--- config.mk ---
export PLATFORM = sky130hd
export DESIGN_NAME = autobaud_link
export DESIGN_NICKNAME = d
export VERILOG_FILES = /design/src/rtl/abd_pkg.sv /design/src/rtl/abd_sync.sv /design/src/rtl/abd_meter.sv /design/src/rtl/abd_tx.sv /design/src/rtl/abd_rx.sv /design/src/rtl/autobaud_link.sv
export SDC_FILE = /design/constraint.sdc
export NUM_CORES = 1
export LEC_CHECK = 0
export BUFFER_PORTS_ARGS = -buffer_cell sky130_fd_sc_hd__buf_2
export CORE_MARGIN = 2
export CORE_UTILIZATION = 55
export CTS_CLUSTER_SIZE = 30
export DETAILED_ROUTE_END_ITERATION = 10
export MAX_ROUTING_LAYER = met4
export PLACE_DENSITY_LB_ADDON = 0.2
export SETUP_SLACK_MARGIN = 0.1
export SLEW_MARGIN = 20
export SYNTH_ARGS = -nofsm -noshare
export SYNTH_HDL_FRONTEND = slang
export SYNTH_SLANG_ARGS = --single-unit
--- constraint.sdc ---
create_clock -name clk -period 4.4 [get_ports clk]
set_clock_uncertainty 0.05 [all_clocks]
set_input_delay 0.66 -clock clk [delete_from_list [all_inputs] [get_ports clk]]
set_output_delay 0.66 -clock clk [all_outputs]
set_load 0.005 [all_outputs]
--- src/rtl/abd_pkg.sv ---
package abd_pkg;
  localparam logic [7:0] ACK_BYTE     = 8'h00;
  localparam logic [7:0] CONFIRM_BYTE = 8'h55;
  localparam int         CAL_BITS     = 9;
  localparam int         FRAME_BITS   = 10;

  typedef enum logic [2:0] {C_MEAS, C_TX, C_RX, C_LOCK, C_FAIL} ctl_t;
  typedef enum logic [2:0] {M_ARM, M_WAIT, M_COUNT, M_DIV, M_DONE, M_OVF} meter_t;
  typedef enum logic [1:0] {R_IDLE, R_START, R_DATA, R_STOP} rxst_t;
endpackage

--- src/rtl/abd_sync.sv ---
module abd_sync #(
  parameter int   STAGES  = 2,
  parameter logic RST_VAL = 1'b0
) (
  input  logic clk,
  input  logic rst,
  input  logic d,
  output logic q
);
  logic [STAGES-1:0] sr;

  always_ff @(posedge clk) begin
    if (rst) sr <= {STAGES{RST_VAL}};
    else     sr <= {sr[STAGES-2:0], d};
  end

  assign q = sr[STAGES-1];
endmodule

--- src/rtl/abd_meter.sv ---
module abd_meter
  import abd_pkg::*;
#(
  parameter int CNT_W = 16
) (
  input  logic             clk,
  input  logic             rst,
  input  logic             rx_s,
  output logic [CNT_W-1:0] quo_o,
  output logic             done_o,
  output logic             ovf_o
);
  localparam logic [CNT_W:0] DIVK  = (CNT_W+1)'(CAL_BITS);
  localparam logic [CNT_W:0] ROUND = (CNT_W+1)'(CAL_BITS / 2);

  meter_t           st;
  logic             prev;
  logic [CNT_W-1:0] cnt;
  logic [CNT_W:0]   rem;
  logic [CNT_W-1:0] quo;
  logic             fall;

  assign fall = prev & ~rx_s;

  always_ff @(posedge clk) begin
    if (rst) begin
      st     <= M_ARM;
      prev   <= 1'b0;
      cnt    <= '0;
      rem    <= '0;
      quo    <= '0;
      done_o <= 1'b0;
      ovf_o  <= 1'b0;
    end else begin
      prev   <= rx_s;
      done_o <= 1'b0;
      ovf_o  <= 1'b0;
      case (st)
        M_ARM:   if (rx_s) st <= M_WAIT;
        M_WAIT:  if (fall) begin
                   cnt <= CNT_W'(1);
                   st  <= M_COUNT;
                 end
        M_COUNT: begin
          if (!rx_s) begin
            if (cnt == '1) begin
              st    <= M_OVF;
              ovf_o <= 1'b1;
            end else begin
              cnt <= cnt + 1'b1;
            end
          end else begin
            rem <= {1'b0, cnt} + ROUND;
            quo <= '0;
            st  <= M_DIV;
          end
        end
        M_DIV: begin
          if (rem >= DIVK) begin
            rem <= rem - DIVK;
            quo <= quo + 1'b1;
          end else begin
            st     <= M_DONE;
            done_o <= 1'b1;
          end
        end
        default: st <= st;
      endcase
    end
  end

  assign quo_o = quo;


  count_nowrap_chk: assert property (@(posedge clk) disable iff (rst)
    (st == M_COUNT) |-> (cnt != '0));
endmodule

--- src/rtl/abd_tx.sv ---
module abd_tx
  import abd_pkg::*;
#(
  parameter int CNT_W = 16
) (
  input  logic             clk,
  input  logic             rst,
  input  logic             start_i,
  input  logic [7:0]       data_i,
  input  logic [CNT_W-1:0] div_i,
  output logic             line_o,
  output logic             done_o
);
  localparam int BIT_W = $clog2(FRAME_BITS);
  localparam logic [BIT_W-1:0] LAST_BIT = BIT_W'(FRAME_BITS - 1);

  logic [FRAME_BITS-1:0] sh;
  logic [BIT_W-1:0]      bit_q;
  logic [CNT_W-1:0]      cnt;
  logic                  act;

  always_ff @(posedge clk) begin
    if (rst) begin
      act    <= 1'b0;
      line_o <= 1'b1;
      sh     <= '1;
      bit_q  <= '0;
      cnt    <= '0;
      done_o <= 1'b0;
    end else begin
      done_o <= 1'b0;
      if (!act) begin
        if (start_i) begin
          sh     <= {1'b1, data_i, 1'b0};
          act    <= 1'b1;
          line_o <= 1'b0;
          cnt    <= '0;
          bit_q  <= '0;
        end
      end else if (cnt == div_i - 1'b1) begin
        cnt <= '0;
        if (bit_q == LAST_BIT) begin
          act    <= 1'b0;
          line_o <= 1'b1;
          done_o <= 1'b1;
        end else begin
          bit_q  <= bit_q + 1'b1;
          sh     <= {1'b1, sh[FRAME_BITS-1:1]};
          line_o <= sh[1];
        end
      end else begin
        cnt <= cnt + 1'b1;
      end
    end
  end


  tx_idle_high_chk: assert property (@(posedge clk) disable iff (rst)
    !act |-> line_o);
endmodule

--- src/rtl/abd_rx.sv ---
module abd_rx
  import abd_pkg::*;
#(
  parameter int CNT_W = 16
) (
  input  logic             clk,
  input  logic             rst,
  input  logic             en_i,
  input  logic             rx_s,
  input  logic [CNT_W-1:0] div_i,
  output logic [7:0]       data_o,
  output logic             valid_o,
  output logic             ferr_o
);
  rxst_t            st;
  logic             prev;
  logic [CNT_W-1:0] cnt;
  logic [2:0]       bit_q;
  logic [7:0]       sh;
  logic [CNT_W-1:0] half;

  assign half = div_i >> 1;

  always_ff @(posedge clk) begin
    if (rst) begin
      st      <= R_IDLE;
      prev    <= 1'b0;
      cnt     <= '0;
      bit_q   <= '0;
      sh      <= '0;
      data_o  <= '0;
      valid_o <= 1'b0;
      ferr_o  <= 1'b0;
    end else begin
      prev    <= rx_s;
      valid_o <= 1'b0;
      case (st)
        R_IDLE: if (en_i && prev && !rx_s) begin
                  cnt <= '0;
                  st  <= R_START;
                end
        R_START: begin
          if (cnt == half) begin
            cnt   <= '0;
            bit_q <= '0;
            st    <= rx_s ? R_IDLE : R_DATA;
          end else begin
            cnt <= cnt + 1'b1;
          end
        end
        R_DATA: begin
          if (cnt == div_i - 1'b1) begin
            cnt <= '0;
            sh  <= {rx_s, sh[7:1]};
            if (bit_q == 3'd7) st <= R_STOP;
            else               bit_q <= bit_q + 1'b1;
          end else begin
            cnt <= cnt + 1'b1;
          end
        end
        default: begin
          if (cnt == div_i - 1'b1) begin
            cnt     <= '0;
            data_o  <= sh;
            ferr_o  <= ~rx_s;
            valid_o <= 1'b1;
            st      <= R_IDLE;
          end else begin
            cnt <= cnt + 1'b1;
          end
        end
      endcase
    end
  end


  rx_valid_pulse_chk: assert property (@(posedge clk) disable iff (rst)
    valid_o |=> !valid_o);
endmodule

--- src/rtl/autobaud_link.sv ---
module autobaud_link
  import abd_pkg::*;
#(
  parameter int CNT_W = 16
) (
  input  logic             clk,
  input  logic             rst,
  input  logic             rx_in,
  output logic             tx_out,
  output logic [CNT_W-1:0] divisor,
  output logic             locked,
  output logic             error,
  output logic             busy
);
  ctl_t             st;
  logic             rx_s;
  logic [CNT_W-1:0] m_quo;
  logic             m_done, m_ovf;
  logic             tx_go, tx_done;
  logic [7:0]       rx_data;
  logic             rx_valid, rx_ferr;
  logic             rx_en;

  assign rx_en = (st == C_RX);

  abd_sync #(.STAGES(2), .RST_VAL(1'b0)) u_sync (
    .clk(clk), .rst(rst), .d(rx_in), .q(rx_s));

  abd_meter #(.CNT_W(CNT_W)) u_meter (
    .clk(clk), .rst(rst), .rx_s(rx_s),
    .quo_o(m_quo), .done_o(m_done), .ovf_o(m_ovf));

  abd_tx #(.CNT_W(CNT_W)) u_tx (
    .clk(clk), .rst(rst), .start_i(tx_go), .data_i(ACK_BYTE),
    .div_i(divisor), .line_o(tx_out), .done_o(tx_done));

  abd_rx #(.CNT_W(CNT_W)) u_rx (
    .clk(clk), .rst(rst), .en_i(rx_en), .rx_s(rx_s), .div_i(divisor),
    .data_o(rx_data), .valid_o(rx_valid), .ferr_o(rx_ferr));

  always_ff @(posedge clk) begin
    if (rst) begin
      st      <= C_MEAS;
      divisor <= '0;
      tx_go   <= 1'b0;
      locked  <= 1'b0;
      error   <= 1'b0;
      busy    <= 1'b1;
    end else begin
      tx_go <= 1'b0;
      case (st)
        C_MEAS: begin
          if (m_ovf) begin
            st    <= C_FAIL;
            error <= 1'b1;
            busy  <= 1'b0;
          end else if (m_done) begin
            divisor <= m_quo;
            if (m_quo == '0) begin
              st    <= C_FAIL;
              error <= 1'b1;
              busy  <= 1'b0;
            end else begin
              tx_go <= 1'b1;
              st    <= C_TX;
            end
          end
        end
        C_TX: if (tx_done) st <= C_RX;
        C_RX: begin
          if (rx_valid) begin
            busy <= 1'b0;
            if (!rx_ferr && rx_data == CONFIRM_BYTE) begin
              st     <= C_LOCK;
              locked <= 1'b1;
            end else begin
              st    <= C_FAIL;
              error <= 1'b1;
            end
          end
        end
        default: st <= st;
      endcase
    end
  end


  flags_excl_chk: assert property (@(posedge clk) disable iff (rst)
    !(locked && error));

  fail_sticky_chk: assert property (@(posedge clk) disable iff (rst)
    error |=> (error && $stable(divisor)));

  lock_sticky_chk: assert property (@(posedge clk) disable iff (rst)
    locked |=> (locked && $stable(divisor)));

  tx_needs_div_chk: assert property (@(posedge clk) disable iff (rst)
    tx_go |-> (divisor != '0));
endmodule

==> results of run 1 <==
## cells in the final DEF, fill, tap and decap left out, drive strengths merged, types with 17 or more instances in the layout
master / count
and3: 24
mux2i: 19
xnor2: 55
dfxtp: 150
nand3: 45
inv: 28
nor2: 112
clkbuf: 23
a21oi: 53
o21ai: 54
xor2: 54
nor3: 32
nand2: 136
ha: 17
buf: 33
## routing by layer
layer,share of wire,track usage
met1,0.48,0.3189
met2,0.45,0.3844
met3,0.045,0.05134
met5,0,-
met4,0.017,0.07822
## where the power goes
part / total [mW] / switching, mW / internal (mW)
sequential: 1.42 / 0.0361 / 1.38
combinational: 0.243 / 0.155 / 0.0877
clock: 1.36 / 0.559 / 0.802
## kinds of logic after synthesis
kind of cell,synth area share
AOI/OAI and AO/OA,0.1545
xor gates and xnor gates,0.1240
buffers and inverters,0.04315
muxes,0.02610
DFF,0.3559
adders and majority gates,0.02639
and+or+nand+nor,0.2700
## path summary, 6_finish.rpt
path,depth (start not counted),slack [ns],startpoint,to
hold reg to reg,1,0.39,u_sync.sr[0]$_SDFF_PP0_,u_sync.sr[1]$_SDFF_PP0_
hold / removal,1,0.39,u_sync.sr[0]$_SDFF_PP0_,u_sync.sr[1]$_SDFF_PP0_
setup reg to reg,11,0.65,divisor[0]$_SDFFE_PP0P_,u_tx.bit_q[1]$_SDFFE_PP0P_
setup / recovery,11,0.65,divisor[0]$_SDFFE_PP0P_,u_tx.bit_q[1]$_SDFFE_PP0P_
## Yosys cell counts (all sizes together) (3+ instances only)
cell / number
a2111oi: 4
a211oi: 12
a21boi: 4
a21o: 12
a21oi: 53
a221oi: 3
and2: 10
and3: 24
and4: 4
buf: 14
clkbuf: 47
dfxtp: 150
ha: 17
inv: 27
mux2i: 19
nand2: 136
nand2b: 8
nand3: 45
nand3b: 4
nand4: 14
nor2: 112
nor2b: 10
nor3: 32
nor3b: 12
nor4: 13
nor4b: 3
o2111ai: 3
o211ai: 15
o21ai: 54
o22ai: 8
o41ai: 4
or2: 4
or3: 15
or4: 7
xnor2: 55
xnor3: 3
xor2: 54
## registers in the layout, indices dropped and copies added (netlist names), 2 cells and up
signal,count
divisor,16
st,3
u_meter.cnt,16
u_meter.quo_o,16
u_meter.rem,17
u_meter.st,3
u_rx.bit_q,3
u_rx.cnt,16
u_rx.data_o,8
u_rx.sh,8
u_rx.st,2
u_sync.sr,2
u_tx.bit_q,4
u_tx.cnt,16
u_tx.sh,8
## cell type report
class / instances / area, um^2
Clock buffer: 23 / 467.9
Clock inverter: 7 / 73.82
Fill cell: 1348 / 5932
Inverter: 27 / 101.3
Multi-Input combinational cell: 810 / 5084
Sequential cell: 150 / 3003
Tap cell: 188 / 235.2
Timing Repair Buffer: 33 / 192.7
## through the flow
stage / util / cell area [um^2]
after floorplan: - / 8438
after CTS: 0.6069 / 9158
after detailed placement: 0.5710 / 8616
final: 0.6069 / 9158
after global placement: 0.5710 / 8616
after global routing: 0.6069 / 9158
## worst max-delay path, cell delays in order (launching register included)
cell and delay, ns:
dfxtp_1 0.39, inv_1 0.09, ha_1 0.20, nor4b_1 0.65, nand3_1 0.35, xnor2_1 0.35
nand2_1 0.08, or4_4 0.55, nor4_4 0.29, buf_4 0.28, mux2_4 0.31, nor2_1 0.08
==> summary.txt, run 1 <==
Global route
  – Gr ovfl total: 0
  – First-pass GRT wire length: 31670 um
  – Vias in the first global route: 6531
  – Initial antenna violation count: 0
  – Total GRT Usage: 0.2453
  – Largest net degree at the start of global routing: 81

Yosys
  – #FFs+latches synth: 150
  – Syn Area/Cell: 8.052 um^2
  – Post-Syn Area: 8438 um^2
  – Sequential fraction of the synthesis area: 0.3559
  – Syn_nets: 1068
  – Number of synthesized flops with an enable pin: 0
  – YS warnings: 0
  – Netlist cell types: 80
  – Synth Flop Type: dfxtp_1
  – Asr flop ratio synth: 0
  – Synth top area share: 0.3559
  – Synth top area cells: dfxtp_1 (36%), nand2_1 (6.0%), xnor2_1 (5.7%)
  – Mapped Cells: 1048
  – Post-synth top area cell: dfxtp_1

Clock tree
  – Root buf cell: clkbuf_16
  – Clk sinks: 150
  – CTS resizes: 0
  – H-tree depth: 4
  – CTS Buffer Depth: 2
  – CTS tree: done
  – Setup Fix Bufs, Post-CTS: 0
  – Num CTS Buffers: 17
  – CTS clk-pin slew, worst paths: 0.06 ns
  – Clk Latency, worst-skew pair: 0.43 ns
  – Hold buffer count at cts: 0

Timing
  – Slew @ Worst Pin: 0.9309 ns
  – Final Hold Fails: 0
  – Max Slew Vio Count: 0
  – Setup violations, final: 0
  – Setup TNS: 0 ns
  – Post-layout worst setup margin: 0.6536 ns
  – RSZ-0062 raised after global routing: false
  – Min Clock Period, post-route: 3.746 ns
  – Final worst-path cycle share: 0.8514
  – Max transition margin: 0.3713
  – Hold Slack: 0.3890 ns
  – Fmax achieved: 266.9 MHz

Setup path
  – Crit path DAT: 4.05 ns
  – Critical path data required time: 4.71 ns
  – Crit path max fanout: 18
  – Critical Path Source Type: register
  – Crit end category: register
  – Worst setup path class: register to register

Power
  – Pwr Total: 3.024 mW
  – Leakage: 3.714 nW
  – Peak VDD IR: 339.2 uV
  – Pwr dens: 330.3 nW/um^2

Floorplanning
  – Io pins: 23
  – Die height: 127.9 um
  – Die X-Extent: 127.9 um
  – Placeable Area: 15090 um^2
  – Initial Util: 0.5592
  – Cell row count: 45
  – Die area: 16350 um^2

Outcome
  – Status: finished, final reports clean

Routing
  – Final WL: 18820 um
  – Avg WL per Cell: 15.20 um
  – First drt pass iteration count: 5
  – Final ANT Viol Nets: 0
  – Number of vias per cell: 5.816
  – Initial drt markers: 500
  – Via Count: 7200
  – DRC errors left: 0

Place
  – Routability cong.: 0.9151
  – Buffers on Ports: 22
  – Place WS: 0.7305 ns
  – DP Wirelength: 13170 um
  – Placed cell count: 1208

Cells and area
  – Nets: 1059
  – Layout cells sized above 1: 0.07714
  – Post-route insts no fill: 1238
  – Area delta synth->final: 8.526%
  – Ant diodes: 0

Hold path
  – Worst hold path type: register to register

Job
  – Number of max-cap violations: 0
No activity file was read; power rests on OpenSTA's default activity.
==> run 2: changes to the inputs <==
CTS_BUF_LIST = sky130_fd_sc_hd__clkbuf_4 sky130_fd_sc_hd__clkbuf_8   (was default)
==> summary.txt, run 2 (synthesis gave the netlist of run 1 again) <==
Timing
  – Max Slew Vio Count: 0 (unchanged)
  – Min Clock Period, post-route: 3.792 ns (was 3.746 ns)
  – Fmax achieved: 263.7 MHz (was 266.9 MHz)
  – Max transition margin: 0.3562 (was 0.3713)
  – Setup TNS: 0 ns (unchanged)
  – Hold Slack: 0.3722 ns (was 0.3890 ns)
  – Post-layout worst setup margin: 0.6081 ns (was 0.6536 ns)
  – Slew @ Worst Pin: 0.9532 ns (was 0.9309 ns)
  – RSZ-0062 raised after global routing: false (unchanged)
  – Final Hold Fails: 0 (unchanged)
  – Setup violations, final: 0 (unchanged)
  – Final worst-path cycle share: 0.8618 (was 0.8514)

Setup path
  – Crit path buf inv count: 2 (unchanged)
  – Slowest Stage Delay on Critical Path: 0.68 ns (was 0.65 ns)
  – Crit path DAT: 4.12 ns (was 4.05 ns)
  – Worst-path cell chain: inv_1 > ha_1 > nor4b_1 > nand3_1 > xnor2_1 > nand2_1 > or4_4 > nor4_4 > buf_4 > mux2_4 > nor2_1 (unchanged)
  – Crit end category: register (unchanged)
  – Worst r2r path cells: 11 (unchanged)
  – Crit path max fanout: 18 (unchanged)
  – Crit path depth: 11 (unchanged)
  – CP max stage cell: nor4b_1 (unchanged)
  – Critical Path Source Type: register (unchanged)
  – Cell family with most CP delay: simple AND/OR/NAND/NOR gates (unchanged)
  – Worst setup path class: register to register (unchanged)
  – Critical path data required time: 4.73 ns (was 4.71 ns)

Global route
  – Vias in the first global route: 6499 (was 6531)
  – Gr ovfl total: 0 (unchanged)
  – Largest net degree at the start of global routing: 81 (unchanged)
  – First-pass GRT wire length: 31530 um (was 31670 um)
  – Initial antenna violation count: 0 (unchanged)
  – Total GRT Usage: 0.2419 (was 0.2453)

Floorplanning
  – Die height: 127.9 um (unchanged)
  – Placeable Area: 15090 um^2 (unchanged)
  – Die X-Extent: 127.9 um (unchanged)
  – Initial Util: 0.5592 (unchanged)
  – Cell row count: 45 (unchanged)
  – Io pins: 23 (unchanged)
  – Die area: 16350 um^2 (unchanged)

Clock tree
  – CTS Buffer Depth: 2 (unchanged)
  – Root buf cell: clkbuf_8 (was clkbuf_16)
  – CTS clk-pin slew, worst paths: 0.08 ns (was 0.06 ns)
  – CTS tree: done (unchanged)
  – Num CTS Buffers: 17 (unchanged)
  – H-tree depth: 4 (unchanged)
  – Hold buffer count at cts: 0 (unchanged)
  – Setup Fix Bufs, Post-CTS: 0 (unchanged)
  – Clk sinks: 150 (unchanged)
  – Clk Latency, worst-skew pair: 0.45 ns (was 0.43 ns)
  – CTS resizes: 0 (unchanged)

Routing
  – Final WL: 18530 um (was 18820 um)
  – Via Count: 7120 (was 7200)
  – Initial drt markers: 489 (was 500)
  – First drt pass iteration count: 5 (unchanged)
  – Final ANT Viol Nets: 0 (unchanged)
  – DRC errors left: 0 (unchanged)
  – Avg WL per Cell: 14.97 um (was 15.20 um)
  – Number of vias per cell: 5.751 (was 5.816)

Cells and area
  – Final core utilization: 0.5952 (was 0.6069)
  – Ant diodes: 0 (unchanged)
  – Layout cells sized above 1: 0.08095 (was 0.07714)
  – # fillers: 1375 (was 1348)
  – Area delta synth->final: 6.435% (was 8.526%)
  – Largest register FFs: 17 (unchanged)
  – Commonest non-fill, non-tap cell in the layout: dfxtp_1 (unchanged)
  – Largest Register: u_meter.rem (unchanged)
  – Most frequent cells in the layout: dfxtp_1 (150), nand2_1 (136), nor2_1 (112), xnor2_1 (55), xor2_1 (54) (unchanged)
  – Post-route insts no fill: 1238 (unchanged)
  – Nets: 1059 (unchanged)
  – Final instance area: 8981 um^2 (was 9158 um^2)

Outcome
  – Status: finished, final reports clean (unchanged)

Hold path
  – Hold Crit Depth: 2 (was 1)
  – Worst hold path type: primary input to register (was register to register)

Place
  – Routability cong.: 0.9151 (unchanged)
  – DP Wirelength: 13170 um (unchanged)
  – Buffers on Ports: 22 (unchanged)
  – Placed cell count: 1208 (unchanged)
  – Place WS: 0.7305 ns (unchanged)
  – Placed cell area: 8616 um^2 (unchanged)

Job
  – Number of max-cap violations: 0 (unchanged)

Power
  – Leakage: 3.640 nW (was 3.714 nW)
  – Peak VDD IR: 332.0 uV (was 339.2 uV)
  – Pwr Total: 2.664 mW (was 3.024 mW)
  – Pwr dens: 296.6 nW/um^2 (was 330.3 nW/um^2)
-- run 2: cell types whose count changed in the layout (fill, tap and decap cells not counted) --
cell       change
clkbuf_16     -17
clkbuf_8      +17
clkbuf_1       -4
clkbuf_4       +4
-- run 2: final timing paths --
kind                            slack, ns                    endpoint               startpoint
worst max-delay path                 0.61  u_tx.bit_q[1]$_SDFFE_PP0P_  divisor[0]$_SDFFE_PP0P_
worst min-delay path                 0.37     u_sync.sr[0]$_SDFF_PP0_                    rx_in
worst min register to register       0.39     u_sync.sr[1]$_SDFF_PP0_  u_sync.sr[0]$_SDFF_PP0_
worst max register to register       0.61  u_tx.bit_q[1]$_SDFFE_PP0P_  divisor[0]$_SDFFE_PP0P_
-- run 2: power by group --
part	internal, mW	leakage (nW)	switching, mW
sequential	1.38	1.21	0.0358
combinational	0.0874	2.24	0.155
clock	0.497	0.190	0.506
total	1.97	3.64	0.696
-- run 2: layer usage --
layer  GRT usage  vias up  routed length, um  share of wire
met5           -        -                  0              0
met3     0.05092       18                757          0.041
met4     0.06206        0                214          0.012
met1      0.3192     3308               9116           0.49
met2      0.3806      149               8445           0.46
li1            -     3645                  -              -
-- run 2: area by class of cell --
cell class / count / area [um^2] / share of cell area
Clock buffer: 23 / 291.5 / 0.03246
Clock inverter: 7 / 73.82 / 0.008220
Inverter: 27 / 101.3 / 0.01128
Timing Repair Buffer: 33 / 192.7 / 0.02145
Multi-Input combinational cell: 810 / 5084 / 0.5660
Sequential cell: 150 / 3003 / 0.3344
Tap cell: 188 / 235.2 / 0.02619
==> run 3: changes to the inputs <==
PLACE_DENSITY_LB_ADDON = 0.3   (was 0.2)
==> summary.txt, run 3 (synthesis gave the netlist of run 1 again) <==
Cells and area
  – Largest Register: u_meter.rem (unchanged)
  – Nets: 1057 (was 1059)
  – Layout cells sized above 1: 0.08095 (unchanged)
  – Most frequent cells in the layout: dfxtp_1 (150), nand2_1 (136), nor2_1 (112), xnor2_1 (55), xor2_1 (54) (unchanged)
  – Commonest non-fill, non-tap cell in the layout: dfxtp_1 (unchanged)
  – # fillers: 1390 (was 1375)
  – Ant diodes: 0 (unchanged)
  – Area delta synth->final: 6.213% (was 6.435%)
  – Largest register FFs: 17 (unchanged)

Clock tree
  – Clk sinks: 150 (unchanged)
  – H-tree depth: 4 (unchanged)
  – Root buf cell: clkbuf_8 (unchanged)
  – CTS resizes: 0 (unchanged)
  – Num CTS Buffers: 17 (unchanged)
  – CTS clk-pin slew, worst paths: 0.08 ns (about the same)
  – Hold buffer count at cts: 0 (unchanged)
  – Clk Latency, worst-skew pair: 0.48 ns (was 0.45 ns)
  – CTS tree: done (unchanged)
  – Setup Fix Bufs, Post-CTS: 0 (unchanged)
  – CTS Buffer Depth: 2 (unchanged)

Setup path
  – Slowest Stage Delay on Critical Path: 0.70 ns (was 0.68 ns)
  – Crit path max fanout: 9 (was 18)
  – Cell family with most CP delay: simple AND/OR/NAND/NOR gates (unchanged)
  – Worst r2r src: divisor[0]$_SDFFE_PP0P_ (unchanged)
  – Crit path depth: 10 (was 11)
  – Crit end category: register (unchanged)
  – RR Endpoint: u_rx.data_o[3]$_SDFFE_PP0P_ (was u_tx.bit_q[1]$_SDFFE_PP0P_)
  – Critical path data required time: 4.67 ns (was 4.73 ns)
  – CP max stage cell: nor4b_1 (unchanged)
  – Worst r2r path cells: 10 (was 11)
  – Crit path DAT: 4.05 ns (was 4.12 ns)
  – Critical Path Source Type: register (unchanged)
  – R2R setup slack: 0.62 ns (was 0.61 ns)
  – Worst setup path class: register to register (unchanged)
  – Worst-path cell chain: inv_1 > ha_1 > nor4b_1 > and4_1 > xnor3_1 > nand4b_1 > nor4_4 > nand3_1 > mux2i_1 > nor2_1 (was inv_1 > ha_1 > nor4b_1 > nand3_1 > xnor2_1 > nand2_1 > or4_4 > nor4_4 > buf_4 > mux2_4 > nor2_1)
  – Worst setup startpoint: divisor[0]$_SDFFE_PP0P_ (unchanged)
  – Crit path buf inv count: 1 (was 2)

Routing
  – Final ANT Viol Nets: 0 (unchanged)
  – Via Count: 7168 (was 7120)
  – Initial drt markers: 535 (was 489)
  – First drt pass iteration count: 5 (unchanged)
  – Final WL: 18670 um (was 18530 um)
  – DRC errors left: 0 (unchanged)
  – Avg WL per Cell: 15.08 um (was 14.97 um)
  – Number of vias per cell: 5.790 (was 5.751)

Hold path
  – Hold Crit Start: rx_in (unchanged)
  – Worst hold path type: primary input to register (unchanged)
  – Hold Crit Depth: 2 (unchanged)
  – Min-Delay Endpoint: u_sync.sr[0]$_SDFF_PP0_ (unchanged)

Outcome
  – Status: finished, final reports clean (unchanged)

Timing
  – Setup TNS: 0 ns (unchanged)
  – Final Hold Fails: 0 (unchanged)
  – Max Slew Vio Count: 0 (unchanged)
  – Final worst-path cycle share: 0.8583 (was 0.8618)
  – RSZ-0062 raised after global routing: false (unchanged)
  – Setup violations, final: 0 (unchanged)
  – Slew @ Worst Pin: 0.8888 ns (was 0.9532 ns)
  – Min Clock Period, post-route: 3.777 ns (was 3.792 ns)
  – Max transition margin: 0.4075 (was 0.3562)
  – Fmax achieved: 264.8 MHz (was 263.7 MHz)

Power
  – Sequential power share: 0.536 (was 0.532)
  – Switching share of power: 0.2847 (was 0.2615)
  – Int Power: 1.894 mW (was 1.967 mW)
  – Pwr dens: 295.3 nW/um^2 (was 296.6 nW/um^2)
  – Clock power share: 0.373 (was 0.377)
  – Leakage: 3.615 nW (was 3.640 nW)
  – Pwr Total: 2.647 mW (was 2.664 mW)
  – Comb pwr share: 0.091 (about the same)
  – Peak VDD IR: 219.2 uV (was 332.0 uV)
  – Net Sw Power: 0.7535 mW (was 0.6965 mW)

Floorplanning
  – Die height: 127.9 um (unchanged)
  – Initial Util: 0.5592 (unchanged)
  – Placeable Area: 15090 um^2 (unchanged)
  – Die area: 16350 um^2 (unchanged)
  – Cell row count: 45 (unchanged)
  – Die X-Extent: 127.9 um (unchanged)
  – Io pins: 23 (unchanged)

Global route
  – Vias in the first global route: 6437 (was 6499)
  – Initial antenna violation count: 0 (unchanged)
  – Largest net degree at the start of global routing: 81 (unchanged)
  – First-pass GRT wire length: 31220 um (was 31530 um)
  – Total GRT Usage: 0.2427 (was 0.2419)
  – Gr ovfl total: 0 (unchanged)

Place
  – DP Wirelength: 13160 um (was 13170 um)
  – Routability cong.: 0.9238 (was 0.9151)
  – Buffers on Ports: 22 (unchanged)

Job
  – Number of max-cap violations: 0 (unchanged)
run 3: worst max path at each step:
stage	slack (ns)	end
final	0.62	u_rx.data_o[3]$_SDFFE_PP0P_
after global routing	0.39	u_rx.data_o[3]$_SDFFE_PP0P_
after CTS	0.74	u_rx.data_o[0]$_SDFFE_PP0P_
after detailed placement	0.78	u_rx.data_o[0]$_SDFFE_PP0P_
after global placement	0.87	u_tx.sh[5]$_SDFFE_PP1P_
after floorplan	1.17	u_tx.bit_q[0]$_SDFFE_PP0P_
run 3: per-stage QoR:
stage | setup slack, ns | area [um^2] | instances | hold WS [ns] | utilization
after floorplan | 1.172 | 8438 | 1048 | 0.3638 | -
after global placement | 0.8712 | 8601 | 1206 | 0.3700 | 0.5700
after detailed placement | 0.7804 | 8601 | 1206 | 0.3739 | 0.5700
after CTS | 0.7422 | 8962 | 1238 | 0.3255 | 0.5939
after global routing | 0.3940 | 8962 | 1238 | 0.3594 | 0.5939
final | 0.6234 | 8962 | 1238 | 0.3486 | 0.5939
run 3: layer usage:
layer  GRT usage  routed length, um  share of wire
met5           -                  0              0
met4     0.09502                437          0.023
met3     0.04549                895          0.048
met2      0.3520               8254           0.44
met1      0.3354               9078           0.49
run 3: layout make-up:
class | instances | area (um^2) | share of cell area
inverters | 27 | 101.3 | 0.01131
clock inverters | 13 | 100.1 | 0.01117
flip-flops and latches | 150 | 3003 | 0.3351
well taps | 188 | 235.2 | 0.02625
repair buffers | 31 | 177.7 | 0.01982
clock buffers | 19 | 261.5 | 0.02918
multi-input cells | 810 | 5084 | 0.5672
run 3: power by group through the flow:
stage / registers (mW) / clock network [mW] / logic (mW)
after global routing: 1.42 / 1.06 / 0.275
after global placement: 1.45 / 0 / 0.235
final: 1.42 / 0.986 / 0.242
after floorplan: 1.44 / 0 / 0.189
after detailed placement: 1.45 / 0 / 0.239
after CTS: 1.42 / 1.00 / 0.241
